## config.mk

```make
export PLATFORM = sky130hd
export DESIGN_NAME = pwm_phase_timebase
export DESIGN_NICKNAME = d
export VERILOG_FILES = /design/src/rtl/pwm_phase_timebase.sv
export SDC_FILE = /design/constraint.sdc
export NUM_CORES = 1
export LEC_CHECK = 0
export ABC_AREA = 1
export BUFFER_PORTS_ARGS = -buffer_cell sky130_fd_sc_hd__buf_2
export CAP_MARGIN = 0
export CORE_MARGIN = 2
export CORE_UTILIZATION = 58
export CTS_CLUSTER_DIAMETER = 60
export CTS_CLUSTER_SIZE = 12
export DETAILED_ROUTE_END_ITERATION = 10
export GPL_ROUTABILITY_DRIVEN = 0
export GPL_TIMING_DRIVEN = 0
export HOLD_SLACK_MARGIN = 0.12
export PLACE_DENSITY_LB_ADDON = 0.15
export SLEW_MARGIN = 20
export SYNTH_ARGS = -nofsm -noshare
export SYNTH_HDL_FRONTEND = slang
export SYNTH_SLANG_ARGS = --single-unit
export TNS_END_PERCENT = 10
```

## constraint.sdc

```tcl
create_clock -name clk -period 4.2 [get_ports clk]
set_input_delay 0.42 -clock clk [delete_from_list [all_inputs] [get_ports clk]]
set_output_delay 0.42 -clock clk [all_outputs]
set_load 0.01 [all_outputs]
```

## src/rtl/pwm_phase_timebase.sv

```systemverilog
`timescale 1ns/1ps
module pwm_phase_timebase #(
  parameter int W = 16
) (
  input  logic         clk,
  input  logic         rst_n,
  input  logic         wr_en,
  input  logic [2:0]   wr_addr,
  input  logic [W-1:0] wr_data,
  input  logic         sync_in,
  output logic         pwm_a,
  output logic         pwm_b,
  output logic         zero_evt,
  output logic         sync_out
);
  localparam logic [2:0] A_PRD = 3'd0, A_CMPA = 3'd1, A_CMPB = 3'd2, A_PHS = 3'd3, A_MODE = 3'd4;
  localparam int MB = 5;

  logic [W-1:0] cnt, prd_act, prd_sh, cmpa_act, cmpa_sh, cmpb_act, cmpb_sh, phase;
  logic [MB-1:0] mode;

  wire phase_en = mode[0];
  wire fwd      = mode[1];
  wire imm_prd  = mode[2];
  wire imm_a    = mode[3];
  wire imm_b    = mode[4];

  wire wr_prd  = wr_en && wr_addr == A_PRD;
  wire wr_cmpa = wr_en && wr_addr == A_CMPA;
  wire wr_cmpb = wr_en && wr_addr == A_CMPB;
  wire load    = phase_en && sync_in;

  assign zero_evt = cnt == '0;
  assign sync_out = fwd ? sync_in : zero_evt;

  always_ff @(posedge clk or negedge rst_n) begin
    if (!rst_n) begin
      prd_sh  <= '0;
      cmpa_sh <= '0;
      cmpb_sh <= '0;
      phase   <= '0;
      mode    <= '0;
    end else begin
      if (wr_prd)  prd_sh  <= wr_data;
      if (wr_cmpa) cmpa_sh <= wr_data;
      if (wr_cmpb) cmpb_sh <= wr_data;
      if (wr_en && wr_addr == A_PHS)  phase <= wr_data;
      if (wr_en && wr_addr == A_MODE) mode  <= wr_data[MB-1:0];
    end
  end

  always_ff @(posedge clk or negedge rst_n) begin
    if (!rst_n) begin
      prd_act  <= '0;
      cmpa_act <= '0;
      cmpb_act <= '0;
    end else begin
      if (wr_prd && imm_prd)      prd_act <= wr_data;
      else if (zero_evt && !imm_prd) prd_act <= prd_sh;
      if (wr_cmpa && imm_a)       cmpa_act <= wr_data;
      else if (zero_evt && !imm_a)   cmpa_act <= cmpa_sh;
      if (wr_cmpb && imm_b)       cmpb_act <= wr_data;
      else if (zero_evt && !imm_b)   cmpb_act <= cmpb_sh;
    end
  end

  always_ff @(posedge clk or negedge rst_n) begin
    if (!rst_n)              cnt <= '0;
    else if (load)           cnt <= phase;
    else if (cnt >= prd_act) cnt <= '0;
    else                     cnt <= cnt + 1'b1;
  end

  always_ff @(posedge clk or negedge rst_n) begin
    if (!rst_n) begin
      pwm_a <= 1'b0;
      pwm_b <= 1'b0;
    end else begin
      if (cnt == cmpa_act) pwm_a <= 1'b0;
      else if (zero_evt)   pwm_a <= 1'b1;
      if (cnt == cmpb_act) pwm_b <= 1'b0;
      else if (zero_evt)   pwm_b <= 1'b1;
    end
  end

  a_r2_period_shadow_at_zero: assert property (@(posedge clk) disable iff (!rst_n)
    (zero_evt && !imm_prd) |=> prd_act == $past(prd_sh));
  a_r3_cmpa_shadow_at_zero: assert property (@(posedge clk) disable iff (!rst_n)
    (zero_evt && !imm_a) |=> cmpa_act == $past(cmpa_sh));
  a_r5_rise_only_from_zero: assert property (@(posedge clk) disable iff (!rst_n)
    $rose(pwm_a) |-> $past(cnt) == '0);
  a_r5_fall_only_on_match: assert property (@(posedge clk) disable iff (!rst_n)
    $fell(pwm_b) |-> $past(cnt) == $past(cmpb_act));
  a_r9_phase_loaded: assert property (@(posedge clk) disable iff (!rst_n)
    load |=> cnt == $past(phase));
  a_r10_sync_ignored: assert property (@(posedge clk) disable iff (!rst_n)
    (!phase_en && cnt < prd_act) |=> cnt == $past(cnt) + 1'b1);
  a_r11_wrap_at_or_above: assert property (@(posedge clk) disable iff (!rst_n)
    (!load && cnt >= prd_act) |=> zero_evt);
endmodule

```

==> metrics.txt <==
status=finished, final reports clean; Critical R2R Launch=cnt[15]; RR Endpoint=cnt[7]; Worst path max stage delay=0.44 ns; Netlist Area Pre-Place=6980 um2; Layout fillers=985; Highest Clock Rate=380 MHz; Num CTS Buffers=17; final setup vio count=0; clk_skew=0.00468 ns; Setup CP Type=reg -> out; share of post-route cells with drive strength above 1=0.126; #FFs+latches synth=135; residual DRC count=0; Hold Path Stages=3; placed cell count=1038; synth-to-layout area growth=13.8%; Int Pwr=3550 uW; effective utilization at floorplan=0.589; vias post-DR=6021; H-tree Lvls=4; Finished Layout Cells=1071; hold wc startpoint=wr_data[5]; final setup TNS=0 ns; Antenna Cells=0; Nets=952; family with the most delay on the worst path=buffers and inverters; Worst Setup Start Kind=flip-flop; routed len/inst=16.9 um; Antenna Nets Post-Route=0; worst-path cell chain=inv_1 > ha_1 > nand4_2 > nor2_4 > nand2_1 > inv_1 > buf_2; CTS tree=built; Place WS=2.02 ns; core area=11900 um2; antenna violations before repair=0; vias in the first global route=5530; GRT Util Overall=0.295; final core utilization=0.670; PD cells=715 nW/um2; Bufs and invs on worst path=3; tightest slew margin relative to the limit=0.629; fin crit share=0.626; post-layout min period=2.63 ns; mean post-synth cell area=8.08 um2; clock transition at the registers of the reported paths=0.06 ns; reg2reg path depth=7; Worst EP required=3.78 ns; CP max-delay cell=dfrtp_1; endpoint class of the critical path=output pin; Hold Crit Class=in -> reg; CTS root buf=clkbuf_16; Synthesized Nets=905; Ys Warns=0; Post-synth EDFFs=0; Vias/cell=5.62; crit path DAT=2.21 ns; Initial DRC Count=619; detailed placement HPWL=13.2 mm; Post-CTS Hold Buffers=1; global route overflow=0; worst-path maximum fanout=6; clk sink count=135; endpoints failing hold=0; Worst VDD drop=0.000263 V; maxcap violations=0; Logic pwr share=0.377; Final Max Slew Viols=0; RSZ-0062 raised after global routing=no; sequential share of the synthesized area=0.484; Post-Route WL=18.1 mm; Main synth FF type=dfrtp_1; P_sw=2130 uW; Post-CTS Resized=0; Critical Path End=zero_evt; DR pass1 iterations=5; cell count after synthesis=864; Reg2Reg Setup Slack=2.18 ns; CP Depth=7; floorplan row count=40; leakage power=0.00404 uW; Net Sw Frac=0.375; clk_lat worst skew=0.42 ns; Clock Tree Buf Depth=2; Port Buf Inserts=26; worst slew pin tran=0.557 ns; Critical Path Source=cnt[0]; Clock Power Share=0.265; first-pass GRT wire length=28.7 mm; Die X=114 um; Netlist cell types=34; Setup Buffers After CTS=0; part of the power in registers=0.358; setup ws final=1.57 ns; Die Y=114 um; largest net degree at the start of global routing=104; die area=12900 um2; ys async rst share=1.00; most frequent cell on the critical path=inv_1; num ports=27
==> metal layers <==
metal / track usage / share of wire / vias to the layer above
met5: 0 / 0 / -
met1: 0.427 / 0.45 / 2902
li1: - / - / 2855
met3: 0.0521 / 0.070 / 36
met2: 0.454 / 0.46 / 228
met4: 0.100 / 0.017 / 0
==> worst reg2reg max path, stage by stage, from the launching register on <==
cell and delay [ns]:
dfrtp_1 0.46, ha_1 0.35, nand2_1 0.10, nor4_1 0.36
nand2_1 0.25, buf_2 0.24, nand3_1 0.10, nand2_1 0.06
==> through the flow <==
stage          area, um2  hold WS [ns]  total power [uW]
2_1_floorplan       6980         0.124              3610
3_3_place_gp        7300         0.468              4050
3_5_place_dp        7330         0.302              4150
4_1_cts             7950         0.231              5670
5_1_grt             7950         0.251              6080
6_report            7950         0.238              5680
==> synth_stat cells (6+ instances only) <==
| master | n | area share |
|---|---|---|
| buf_2 | 14 | 0.010 |
| buf_6 | 8 | 0.013 |
| clkbuf_1 | 16 | 0.0086 |
| dfrtp_1 | 135 | 0.48 |
| ha_1 | 18 | 0.032 |
| inv_1 | 59 | 0.032 |
| inv_2 | 8 | 0.0043 |
| nand2_1 | 303 | 0.16 |
| nand3_1 | 52 | 0.037 |
| nor2_1 | 31 | 0.017 |
| nor3_1 | 6 | 0.0043 |
| o21ai_0 | 87 | 0.062 |
| o21ai_1 | 50 | 0.036 |
| xnor2_1 | 21 | 0.026 |
| xor2_1 | 13 | 0.016 |
==> state kept, by name, indices dropped and copies added (netlist names) <==
signal	cells
cmpb_act	16
phase	16
prd_sh	16
cmpa_act	16
pwm_b	1
pwm_a	1
cmpb_sh	16
prd_act	16
cmpa_sh	16
mode	5
cnt	16
==> worst min path at each step <==
stage / end / slack [ns]
final: cmpa_act[5] / 0.24
after global routing: cmpa_act[13] / 0.25
after CTS: cmpa_act[5] / 0.23
after detailed placement: pwm_a / 0.30
after global placement: cmpa_sh[14] / 0.47
after floorplan: cmpa_act[0] / 0.12
==> layout by cell type (no fill, tap or decap), types with 6 or more instances in the layout <==
master	instances
inv_1	59
o21ai_1	50
xnor2_1	21
clkbuf_8	6
nor2_1	31
buf_2	39
nand2_1	303
dfrtp_1	135
clkbuf_1	17
xor2_1	13
inv_2	8
o21ai_0	87
ha_1	18
clkbuf_16	17
nor3_1	6
buf_6	8
nand3_1	52
==> area by class of cell <==
type / count / area (um2) / share of cell area
Buffer: 43 / 258 / 0.0324
Clock buffer: 24 / 512 / 0.0644
Clock inverter: 8 / 92.6 / 0.0116
Inverter: 68 / 255 / 0.0321
Multi-Input combinational cell: 618 / 3090 / 0.389
Sequential cell: 135 / 3380 / 0.425
Tap cell: 147 / 184 / 0.0231
Timing Repair Buffer: 28 / 178 / 0.0224
==> power by group through the flow <==
stage	clock, uW	sequential [uW]	combinational [uW]
global placement	0	2030	2020
detailed placement	0	2050	2110
finish	1510	2030	2140
CTS	1510	2030	2130
global route	1580	2070	2420
floorplan	0	1950	1660
==> cells by family (layout without fill, tap and decap cells) <==
group | Yosys count | after routing | share of synthesized area
AND/OR/NAND/NOR | 421 | 421 | 0.261
AO/OA/AOI/OAI | 145 | 145 | 0.107
flip-flops | 135 | 135 | 0.484
buffers and inverters | 111 | 171 | 0.0735
XOR/XNOR | 34 | 34 | 0.0427
adder cells (fa/ha/maj) | 18 | 18 | 0.0323
Note: power is estimated with default switching activity, not from simulation.
